==> src/rtl/dmaarm_pkg.sv <==
package dmaarm_pkg;
  localparam int unsigned CH_N      = 5;
  localparam int unsigned REG_W     = 8;
  localparam int unsigned ABORT_POS = 7;
endpackage

==> src/rtl/dmaarm_rst_sync.sv <==
module dmaarm_rst_sync (
  input  logic clk,
  input  logic rst_n,
  output logic rst_n_sync
);
  logic [1:0] sync_q;
  logic [1:0] sync_d;

  always_comb begin
    sync_d = {sync_q[0], 1'b1};
  end

  always_ff @(posedge clk or negedge rst_n) begin
    if (!rst_n) begin
      sync_q <= 2'b00;
    end else begin
      sync_q <= sync_d;
    end
  end

  assign rst_n_sync = sync_q[1];
endmodule

==> src/rtl/dmaarm_cmd_decode.sv <==
module dmaarm_cmd_decode #(
  parameter int unsigned NCH = 5
) (
  input  logic           clk,
  input  logic           rst_n,
  input  logic           we,
  input  logic           abort_flag,
  input  logic [NCH-1:0] chan_field,
  output logic [NCH-1:0] load_en,
  output logic [NCH-1:0] load_val,
  output logic [NCH-1:0] abort_sel
);
  logic is_abort;
  logic is_load;

  always_comb begin
    is_abort = we && abort_flag;
    is_load  = we && !abort_flag;
  end

  for (genvar g = 0; g < NCH; g++) begin : g_dec
    always_comb begin
      load_en[g]   = is_load;
      load_val[g]  = chan_field[g];
      abort_sel[g] = is_abort && chan_field[g];
    end
  end

  AST_LOAD_ABORT_EXCL: assert property (@(posedge clk) disable iff (!rst_n)
    !((|load_en) && (|abort_sel)));
endmodule

==> src/rtl/dmaarm_chan_cell.sv <==
module dmaarm_chan_cell (
  input  logic clk,
  input  logic rst_n,
  input  logic load_en,
  input  logic load_val,
  input  logic abort_sel,
  input  logic done,
  input  logic done_rep,
  output logic armed,
  output logic abort_pulse
);
  logic arm_q;
  logic arm_d;
  logic arm_en;
  logic abort_q;
  logic abort_d;
  logic auto_clr;

  always_comb begin
    auto_clr = done && !done_rep;
    arm_en   = load_en || abort_sel || auto_clr;
    arm_d    = arm_q;
    if (load_en) begin
      arm_d = load_val;
    end else if (abort_sel) begin
      arm_d = 1'b0;
    end else if (auto_clr) begin
      arm_d = 1'b0;
    end
    abort_d = abort_sel;
  end

  always_ff @(posedge clk or negedge rst_n) begin
    if (!rst_n) begin
      arm_q   <= 1'b0;
      abort_q <= 1'b0;
    end else begin
      if (arm_en) begin
        arm_q <= arm_d;
      end
      abort_q <= abort_d;
    end
  end

  assign armed       = arm_q;
  assign abort_pulse = abort_q;

  AST_LOAD_TAKES: assert property (@(posedge clk) disable iff (!rst_n)
    load_en |=> (armed == $past(load_val)));
  AST_ABORT_CLEARS: assert property (@(posedge clk) disable iff (!rst_n)
    abort_sel |=> !armed);
  AST_ABORT_PULSE: assert property (@(posedge clk) disable iff (!rst_n)
    abort_sel |=> abort_pulse);
  AST_NO_STRAY_PULSE: assert property (@(posedge clk) disable iff (!rst_n)
    !abort_sel |=> !abort_pulse);
  AST_AUTO_CLEAR: assert property (@(posedge clk) disable iff (!rst_n)
    (done && !done_rep && !load_en) |=> !armed);
  AST_REP_KEEPS: assert property (@(posedge clk) disable iff (!rst_n)
    (armed && done && done_rep && !load_en && !abort_sel) |=> armed);
  AST_NO_SELF_ARM: assert property (@(posedge clk) disable iff (!rst_n)
    !load_en |=> !$rose(armed));
endmodule

==> src/rtl/dmaarm_ctrl.sv <==
module dmaarm_ctrl #(
  parameter int unsigned NCH       = dmaarm_pkg::CH_N,
  parameter int unsigned REG_W     = dmaarm_pkg::REG_W,
  parameter int unsigned ABORT_POS = dmaarm_pkg::ABORT_POS
) (
  input  logic             clk,
  input  logic             rst_n,
  input  logic             reg_we,
  input  logic [REG_W-1:0] reg_wdata,
  output logic [REG_W-1:0] reg_rdata,
  input  logic [NCH-1:0]   chan_done,
  input  logic [NCH-1:0]   chan_done_rep,
  output logic [NCH-1:0]   chan_armed,
  output logic [NCH-1:0]   chan_abort
);
  localparam int unsigned PAD_W = REG_W - NCH;

  logic           rst_n_s;
  logic [NCH-1:0] load_en;
  logic [NCH-1:0] load_val;
  logic [NCH-1:0] abort_sel;

  dmaarm_rst_sync u_rst (
    .clk        (clk),
    .rst_n      (rst_n),
    .rst_n_sync (rst_n_s)
  );

  dmaarm_cmd_decode #(.NCH(NCH)) u_dec (
    .clk        (clk),
    .rst_n      (rst_n_s),
    .we         (reg_we),
    .abort_flag (reg_wdata[ABORT_POS]),
    .chan_field (reg_wdata[NCH-1:0]),
    .load_en    (load_en),
    .load_val   (load_val),
    .abort_sel  (abort_sel)
  );

  for (genvar g = 0; g < NCH; g++) begin : g_ch
    dmaarm_chan_cell u_cell (
      .clk         (clk),
      .rst_n       (rst_n_s),
      .load_en     (load_en[g]),
      .load_val    (load_val[g]),
      .abort_sel   (abort_sel[g]),
      .done        (chan_done[g]),
      .done_rep    (chan_done_rep[g]),
      .armed       (chan_armed[g]),
      .abort_pulse (chan_abort[g])
    );
  end

  assign reg_rdata = {{PAD_W{1'b0}}, chan_armed};

  AST_RST_QUIET: assert property (@(posedge clk)
    !rst_n_s |-> (chan_armed == '0 && chan_abort == '0));
  AST_RD_PAD_ZERO: assert property (@(posedge clk) disable iff (!rst_n_s)
    (reg_we && (reg_wdata[REG_W-1:NCH] != '0)) |=> (reg_rdata[REG_W-1:NCH] == '0));
  AST_RD_MIRROR: assert property (@(posedge clk) disable iff (!rst_n_s)
    reg_rdata[NCH-1:0] == chan_armed);
endmodule

==> config.mk <==
export PLATFORM = sky130hd
export DESIGN_NAME = dmaarm_ctrl
export DESIGN_NICKNAME = d
export VERILOG_FILES = /design/src/rtl/dmaarm_pkg.sv /design/src/rtl/dmaarm_rst_sync.sv /design/src/rtl/dmaarm_cmd_decode.sv /design/src/rtl/dmaarm_chan_cell.sv /design/src/rtl/dmaarm_ctrl.sv
export SDC_FILE = /design/constraint.sdc
export NUM_CORES = 1
export LEC_CHECK = 0
export ABC_CLOCK_PERIOD_IN_PS = 1350
export BUFFER_PORTS_ARGS = -buffer_cell sky130_fd_sc_hd__buf_2
export CAP_MARGIN = 20
export CORE_MARGIN = 3
export CORE_UTILIZATION = 40
export DETAILED_ROUTE_END_ITERATION = 7
export PLACE_DENSITY_LB_ADDON = 0.05
export SYNTH_ARGS = -nofsm -noshare
export SYNTH_HDL_FRONTEND = slang
export SYNTH_SLANG_ARGS = --single-unit
==> constraint.sdc <==
create_clock -name clk -period 1.35 [get_ports clk]
set_input_delay 0.0675 -clock clk [delete_from_list [all_inputs] [get_ports clk]]
set_output_delay 0.0675 -clock clk [all_outputs]
set_load 0.01 [all_outputs]
==> impl_results.md, run 1 <==
- Vert. Die Dim: 44.8 um
- Synth Register Bits: 12
- FILL cells: 131
- Area growth, synth to finish: 15.8%
- N_diodes: 0
- Non-filler cells, final: between 90 and 100
- GP Congestion: ~0.65
- Starting density of the core: about 44%
- Most frequent cells in the layout: buf_2 (33), dfrtp_1 (12), o21ai_1 (5), nand2b_1 (5)
- DR DRC count: 0
- Startpoint types: flop
- VDD IR max: 0.638 mV
- Post-CTS setup buffers: 0
- First-pass GRT wire length: about 1600 um
- RSZ-0062 raised after global routing: false
- Netlist cell types: 11
- Power density over cell area: approximately 1100 nW/um^2
- Pin count of the biggest net entering global routing: 12
- Slowest cell on crit path: dfrtp_1
- CTS sink cnt: 12
- Skew final: about 0.0040 ns
- Synth Warn #: 0
- Vias per cell: ~4.5
- Period utilization: ~65%
- Vias: about 410
- Antenna violations before repair: 0
- Post-Syn Area: ~600 um^2
- Static leakage: ~0.4 nW
- # IOs: 39
- Mean Syn Cell Area: approximately 11 um^2
- WL final: between 1000 and 1500 um
- Arr. time, crit path: ~0.8 ns
- Clk_lat worst skew: 0.27 ns
- Drt wl/cell: 11.0 um
- Peak per-stage delay on the critical path: ~0.4 ns
- Status: finished, final reports clean
- CTS Root Buffer Type: clkbuf_4
- Port bufs: 33
- Final setup vio count: 0
- CORE AREA: approximately 1400 um^2
- Number of global-route vias before repair: 381
- Met3 Use GR: a little over 7%
- Post-layout min period: around 0.87 ns
- Fin. Hold Viols: 0
- Die width: 44.8 um
- Antenna viol nets, final: 0
- Clock buffer depth: 2
- DP Cell Count: 86
- Die ar.: between 2000 and 2500 um^2
- Worst Hold Class: input port to flop
- Part of the Yosys area used for sequential elements: between 50% and 60%
- Starting DRT DRC Count: 4
- Fin. max-slew vios: 0
- Total GRT Usage: between 10% and 20%
- Share of layout cells above drive strength 1: between 50% and 60%
- Max-Cap Viols: 0
- Gr ovfl total: 0
- Routing usage on met2: around a fifth
- Core Rows: 13
- Htree depth: 1
- CTS tree: built
- Worst EP required: ~1.3 ns
- Crit-path max FO: 3
- GRT Max-Usage Layer: met2
- HPWL Detailed: 794 um
- Syn Inst Count: 55
- Worst Path Buf+Inv: 1
- Crit end category: primary output
- Commonest non-fill, non-tap cell in the layout: buf_2
- CP Class: flop to primary output
- First-pass detailed-route iteration total: 2
- CTS Buf Count: 3
- Clock-pin slew on the worst setup and hold paths: about 0.07 ns
- F_max: approximately 1.1 GHz
- Fin nets: around 100
- CP Cell Sequence: buf_2
- Setup TNS: 0 ns
- Worst path top cell family by delay: flip-flops
- GRT met1 Usage: approximately an eighth
-- flip-flops by register name, indices dropped and copies added, names as in the netlist --
register and flops:
u_rst.sync_q 2, g_ch.u_cell.abort_pulse 5, g_ch.u_cell.armed 5
-- where the power goes --
group / internal [W] / switching (W)
Combinational: 0.0000606 / 0.0000588
Clock: 0.000164 / 0.000111
Sequential: 0.000380 / 0.0000149
Total: 0.000605 / 0.000185
-- final cells by class --
| cell class | count | area [um^2] | share of cell area [%] |
|---|---|---|---|
| flip-flops and latches | 12 | 300 | 43.2 |
| repair buffers | 34 | 175 | 25.2 |
| multi-input cells | 25 | 161 | 23.2 |
| clock buffers | 4 | 36.3 | 5.22 |
| well taps | 15 | 18.8 | 2.70 |
| inverters | 1 | 3.75 | 0.540 |
-- metal layers --
layer | part of all wire [%] | wire length (um)
met5 | 0 | 0
met4 | 0 | 0
met3 | 13 | 127
met2 | 50 | 496
met1 | 38 | 378
-- through the flow --
stage          instance area, um^2  utilization [%]  setup slack [ns]  power [W]  hold WS (ns)
3_3_place_gp                   649             48.1             0.487   0.000520        -0.145
6_report                       696             51.5             0.477   0.000790        0.0414
4_1_cts                        696             51.5             0.465   0.000804        0.0341
3_5_place_dp                   649             48.1             0.508   0.000521        -0.145
2_1_floorplan                  608                -             0.636   0.000504        -0.228
5_1_grt                        696             51.5             0.418   0.000849        0.0351
-- synth_stat cells, drive strengths merged --
cell type / n / area, um^2
a32o: 5 / 51.3
and3: 5 / 32.5
buf: 19 / 143
conb: 2 / 7.51
dfrtp: 12 / 300
inv: 1 / 3.75
nand2b: 5 / 31.3
nor2b: 1 / 6.26
o21ai: 5 / 25.0
-- what timing repair did --
item | in CTS | in global routing
hold buffers | 1 | 0
resized for setup | 0 | 0
endpoints found under the hold margin | 2 | 0
-- logic make-up after synthesis --
family                 share of synthesized area, %
AOI/OAI and AO/OA                              12.7
buffers and inverters                          24.4
DFF                                            50.0
other                                          1.25
and+or+nand+nor                                11.7
-- worst paths after layout --
check,start,end,slack [ns],cells past startpoint
min in group asynchronous,rst_n,u_rst.sync_q[0]$_DFF_PN0_,0.10,2
setup reg to reg,g_ch[0].u_cell.armed$_DFFE_PN0P_,g_ch[0].u_cell.armed$_DFFE_PN0P_,0.62,1
max in group asynchronous,u_rst.sync_q[1]$_DFF_PN0_,g_ch[1].u_cell.armed$_DFFE_PN0P_,0.90,0
hold / removal,reg_wdata[0],g_ch[0].u_cell.armed$_DFFE_PN0P_,0.04,2
setup / recovery,g_ch[3].u_cell.armed$_DFFE_PN0P_,chan_armed[3],0.48,1
hold reg to reg,u_rst.sync_q[1]$_DFF_PN0_,g_ch[3].u_cell.armed$_DFFE_PN0P_,0.16,0
(Power assumes the default switching activity.)
==> inputs of run 2 (changes only) <==
--- a/config.mk
+++ b/config.mk
@@ -5,11 +5,11 @@
 export SDC_FILE = /design/constraint.sdc
 export NUM_CORES = 1
 export LEC_CHECK = 0
-export ABC_CLOCK_PERIOD_IN_PS = 1350
+export ABC_CLOCK_PERIOD_IN_PS = 800
 export BUFFER_PORTS_ARGS = -buffer_cell sky130_fd_sc_hd__buf_2
 export CAP_MARGIN = 20
 export CORE_MARGIN = 3
-export CORE_UTILIZATION = 40
+export CORE_UTILIZATION = 36
 export DETAILED_ROUTE_END_ITERATION = 7
 export PLACE_DENSITY_LB_ADDON = 0.05
 export SYNTH_ARGS = -nofsm -noshare
==> constraint.sdc (replaced) <==
create_clock -name clk -period 0.8 [get_ports clk]
set_input_delay 0.04 -clock clk [delete_from_list [all_inputs] [get_ports clk]]
set_output_delay 0.04 -clock clk [all_outputs]
set_load 0.01 [all_outputs]
==> run 2 against run 1 <==
The flow now finishes with violations (negative setup slack). Sequential power up 69%. Critical path depth unchanged. Non-clock buffer count is the same. Design area decreased by 1.8%. Setup slack worse by 0.53 ns. Via count decreased by 2.0%. Die area increased by 9.6%. Core utilization fell by 7.2 points.
==> impl_results.md, run 2 (same netlist as run 1, synthesis figures left out) <==
- Clk_lat worst skew: ~0.26 ns
- Antenna violations before repair: 0
- Area growth, synth to finish: 13.7%
- CTS Buf Count: 3
- VDD IR max: 0.782 mV
- Fin. Hold Viols: 0
- CTS tree: built
- Final setup vio count: 10
- Non-filler cells, final: 91
- Final WS setup: -0.0481 ns
- First-pass GRT wire length: 1350 um
- Crit-path max FO: 3
- Port bufs: 33
- Pin count of the biggest net entering global routing: 12
- Arr. time, crit path: about 0.8 ns
- Most frequent cells in the layout: buf_2 (33), dfrtp_1 (12), o21ai_1 (5), nand2b_1 (5)
- Period utilization: 106%
- Vias per cell: roughly 4.4
- Status: finished with violations
- Worst EP required: about 0.76 ns
- Hold depth: 2
- Antenna viol nets, final: 0
- Worst path top cell family by delay: flip-flops
- Fin nets: 98
- Clock buffer depth: 2
- N_diodes: 0
- Static leakage: about 0.4 nW
- F_max: 1.18 GHz
- # IOs: 39
- Number of global-route vias before repair: between 300 and 400
- Htree depth: 1
- First-pass detailed-route iteration total: 3
- Startpoint types: flop
- Fin. max-slew vios: 0
- Vert. Die Dim: around 47 um
- Drt wl/cell: about 11 um
- Starting DRT DRC Count: 1
- Crit end category: primary output
- Post-layout min period: 0.848 ns
- Vias: 400
- Gr ovfl total: 0
- DR DRC count: 0
- Post-CTS setup buffers: 0
- DP Cell Count: slightly below 90
- CTS sink cnt: 12
- Total GRT Usage: approximately a tenth
- Skew final: 0.00243 ns
- Die ar.: about 2200 um^2
- Worst Hold Class: input port to flop
- Violated checks: negative setup slack
- RSZ-0062 raised after global routing: true
- CTS Root Buffer Type: clkbuf_4
- Power density over cell area: ~1800 nW/um^2
- Reg2Reg Depth: 1
- CP Class: flop to primary output
- Core Rows: 14
- Peak per-stage delay on the critical path: ~0.4 ns
- Slowest cell on crit path: dfrtp_1
- Starting density of the core: 39.0%
- CP Cell Sequence: buf_2
- Setup TNS: -0.352 ns
- Share of layout cells above drive strength 1: between 50% and 60%
- Die width: around 47 um
- Max-Cap Viols: 0
- Stages on worst setup path: 1
- HPWL Detailed: just over 800 um
- Clock-pin slew on the worst setup and hold paths: around 0.070 ns
- CORE AREA: around 1500 um^2
- GP Congestion: 0.672
- Commonest non-fill, non-tap cell in the layout: buf_2
- WL final: 994 um
- Worst Path Buf+Inv: 1
==> run 2: cell count changes in the layout (fill, tap and decap cells not counted) <==
cell / change
clkbuf_8: -1
==> run 2: area by class of cell <==
| cell class | instances | area (um^2) |
|---|---|---|
| multi-input combinational | 25 | 161 |
| sequential | 12 | 300 |
| tap | 16 | 20.0 |
| inverter | 1 | 3.75 |
| timing repair buffer | 34 | 175 |
| clock buffer | 3 | 22.5 |
| fill | 154 | 858 |
==> run 2: metrics by stage <==
stage | utilization, % | power, W | setup WS (ns) | hold slack [ns] | cell area, um^2
after global routing | 44.3 | 0.00129 | -0.0881 | 0.0257 | 683
after CTS | 44.3 | 0.00124 | -0.0559 | 0.0147 | 683
final | 44.3 | 0.00123 | -0.0481 | 0.0201 | 683
after floorplan | - | 0.000851 | 0.0857 | -0.256 | 608
after detailed placement | 42.2 | 0.000880 | -0.00984 | -0.172 | 651
after global placement | 42.2 | 0.000880 | -0.0515 | -0.173 | 651
==> run 2: path summary, 6_finish.rpt <==
check	from	end	slack, ns
worst max-delay path	g_ch[0].u_cell.armed$_DFFE_PN0P_	chan_armed[0]	-0.05
max in group asynchronous	u_rst.sync_q[1]$_DFF_PN0_	g_ch[3].u_cell.armed$_DFFE_PN0P_	0.34
worst min register to register	u_rst.sync_q[1]$_DFF_PN0_	g_ch[0].u_cell.abort_pulse$_DFF_PN0_	0.17
worst min-delay path	reg_wdata[0]	g_ch[0].u_cell.armed$_DFFE_PN0P_	0.02
min in group asynchronous	rst_n	u_rst.sync_q[1]$_DFF_PN0_	0.08
worst max register to register	g_ch[0].u_cell.armed$_DFFE_PN0P_	g_ch[0].u_cell.armed$_DFFE_PN0P_	0.05
==> run 2: timing repair <==
action / in CTS / in global routing
gates resized for setup: 0 / 0
endpoints found under the setup margin: 13 / 15
hold buffers: 1 / 0
hold endpoints to repair: 2 / 0
cloned: 0 / 0
pin swaps: 0 / 0
==> run 2: metal layers <==
metal,GRT usage [%],up-vias,part of all wire [%]
met1,11.0,170,44
met5,0,-,0
li1,-,209,-
met3,3.45,0,11
met2,14.6,21,45
met4,6.63,0,0
==> run 2: where the power goes <==
| part | total [W] | internal, W | switching, W |
|---|---|---|---|
| clock | 0.000357 | 0.000174 | 0.000184 |
| sequential | 0.000667 | 0.000641 | 0.0000255 |
| combinational | 0.000202 | 0.000102 | 0.0000995 |
==> inputs of run 3 (changes only) <==
--- a/config.mk
+++ b/config.mk
@@ -8,7 +8,7 @@
 export ABC_CLOCK_PERIOD_IN_PS = 800
 export BUFFER_PORTS_ARGS = -buffer_cell sky130_fd_sc_hd__buf_2
 export CAP_MARGIN = 20
-export CORE_MARGIN = 3
+export CORE_MARGIN = 8
 export CORE_UTILIZATION = 36
 export DETAILED_ROUTE_END_ITERATION = 7
 export PLACE_DENSITY_LB_ADDON = 0.05
==> run 3 against run 2 <==
The flow still finishes with violations (negative setup slack). Wire length grew 25%. Via count grew 5.5%. Non-clock buffer count grew 1. Flip-flop and latch count is the same. Combinational power grew 5%. Sequential power is essentially flat. Largest power group unchanged.
==> impl_results.md, run 3 (same netlist as run 1, synthesis figures left out) <==
- Starting DRT DRC Count: 3
- Static leakage: approximately 0.41 nW
- Die width: roughly 57 um
- Post-layout min period: ~0.85 ns
- Crit end category: primary output
- Worst path top cell family by delay: flip-flops
- # IOs: 39
- DR DRC count: 0
- Worst Hold Class: input port to flop
- Vias: ~420
- Arr. time, crit path: just over 0.8 ns
- VDD IR max: 1.24 mV
- Core Util, Final: between 40 and 50%
- Period utilization: 106%
- Setup TNS: -0.498 ns
- CTS Buf Count: 3
- CP Class: flop to primary output
- Fin. max-slew vios: 0
- N_diodes: 0
- Peak per-stage delay on the critical path: roughly 0.40 ns
- Status: finished with violations
- Port bufs: 33
- Area growth, synth to finish: 17.9%
- Antenna viol nets, final: 0
- Violated checks: negative setup slack
- Drt wl/cell: about 13 um
- Power density over cell area: between 1500 and 2000 nW/um^2
- Max-Cap Viols: 0
- Fin nets: between 90 and 100
- First-pass GRT wire length: between 2000 and 2500 um
- FILL cells: 162
- GP Congestion: 0.693
- Die ar.: about 3200 um^2
- Final WS setup: -0.0515 ns
- Final setup vio count: 12
- CTS Root Buffer Type: clkbuf_4
- CTS sink cnt: 12
- Clock buffer depth: 2
- CTS tree: built
- HPWL Detailed: between 1000 and 1500 um
- Crit-path max FO: 3
- Commonest non-fill, non-tap cell in the layout: buf_2
- Vias per cell: 4.54
- Total GRT Usage: approximately 7.6%
- Pin count of the biggest net entering global routing: 12
- Worst EP required: around 0.76 ns
- Antenna violations before repair: 0
- Clock-pin slew on the worst setup and hold paths: ~0.07 ns
- Most frequent cells in the layout: buf_2 (33), dfrtp_1 (12), o21ai_1 (5), nand2b_1 (5)
- Number of global-route vias before repair: ~460
- Slowest cell on crit path: dfrtp_1
- F_max: about 1.2 GHz
- Fin. Hold Viols: 0
- WL final: around 1200 um
- Htree depth: 1
- Clk_lat worst skew: 0.27 ns
- Starting density of the core: between 30% and 40%
- CORE AREA: ~1500 um^2
- Share of layout cells above drive strength 1: about 53%
- Startpoint types: flop
- Worst Path Buf+Inv: 1
- First-pass detailed-route iteration total: 4
- Vert. Die Dim: roughly 57 um
- Skew final: approximately 0.0025 ns
- Gr ovfl total: 0
- Core Rows: 14
- RSZ-0062 raised after global routing: true
- Dpl ws: -0.0500 ns
- CP Cell Sequence: buf_2
run 3: timing repair:
action,4_1_cts,5_1_grt
endpoints found under the setup margin,15,16
pin swaps,0,0
hold buffers,1,0
setup buffers,1,0
gates resized for setup,0,1
endpoints found under the hold margin,2,0
run 3: area by class of cell:
type	count	area, um^2	share of cell area [%]
Inverter	1	3.75	0.530
Multi-Input combinational cell	25	161	22.8
Timing Repair Buffer	35	186	26.3
Tap cell	16	20.0	2.83
Clock buffer	4	36.3	5.12
Sequential cell	12	300	42.4
run 3: path summary, 6_finish.rpt:
check,start,to,slack (ns),cells past startpoint
setup / recovery,g_ch[2].u_cell.armed$_DFFE_PN0P_,reg_rdata[2],-0.05,1
hold / removal,reg_wdata[3],g_ch[3].u_cell.armed$_DFFE_PN0P_,0.02,2
setup reg to reg,g_ch[2].u_cell.armed$_DFFE_PN0P_,g_ch[2].u_cell.armed$_DFFE_PN0P_,-0.02,2
hold reg to reg,u_rst.sync_q[1]$_DFF_PN0_,g_ch[1].u_cell.abort_pulse$_DFF_PN0_,0.16,0
max in group asynchronous,u_rst.sync_q[1]$_DFF_PN0_,g_ch[3].u_cell.abort_pulse$_DFF_PN0_,0.36,0
min in group asynchronous,rst_n,u_rst.sync_q[1]$_DFF_PN0_,0.08,2
run 3: metrics by stage:
step                      hold WS (ns)  instances  power, W  instance area, um^2
after floorplan                 -0.256         57  0.000851                  608
after global placement          -0.173         87  0.000885                  651
after detailed placement        -0.172         87  0.000887                  651
after CTS                      0.00411         93   0.00139                  704
after global routing           0.00516         93   0.00143                  708
final                           0.0157         93   0.00135                  708
run 3: metal layers:
metal,GRT usage [%],vias up,wire length (um)
li1,-,209,-
met1,8.41,191,509
met2,12.5,22,628
met3,5.39,0,104
met4,0,0,0
met5,0,-,0
run 3: power by group:
part           internal [W]  switching, W
clock              0.000276      0.000192
combinational      0.000110      0.000103
sequential         0.000641     0.0000264
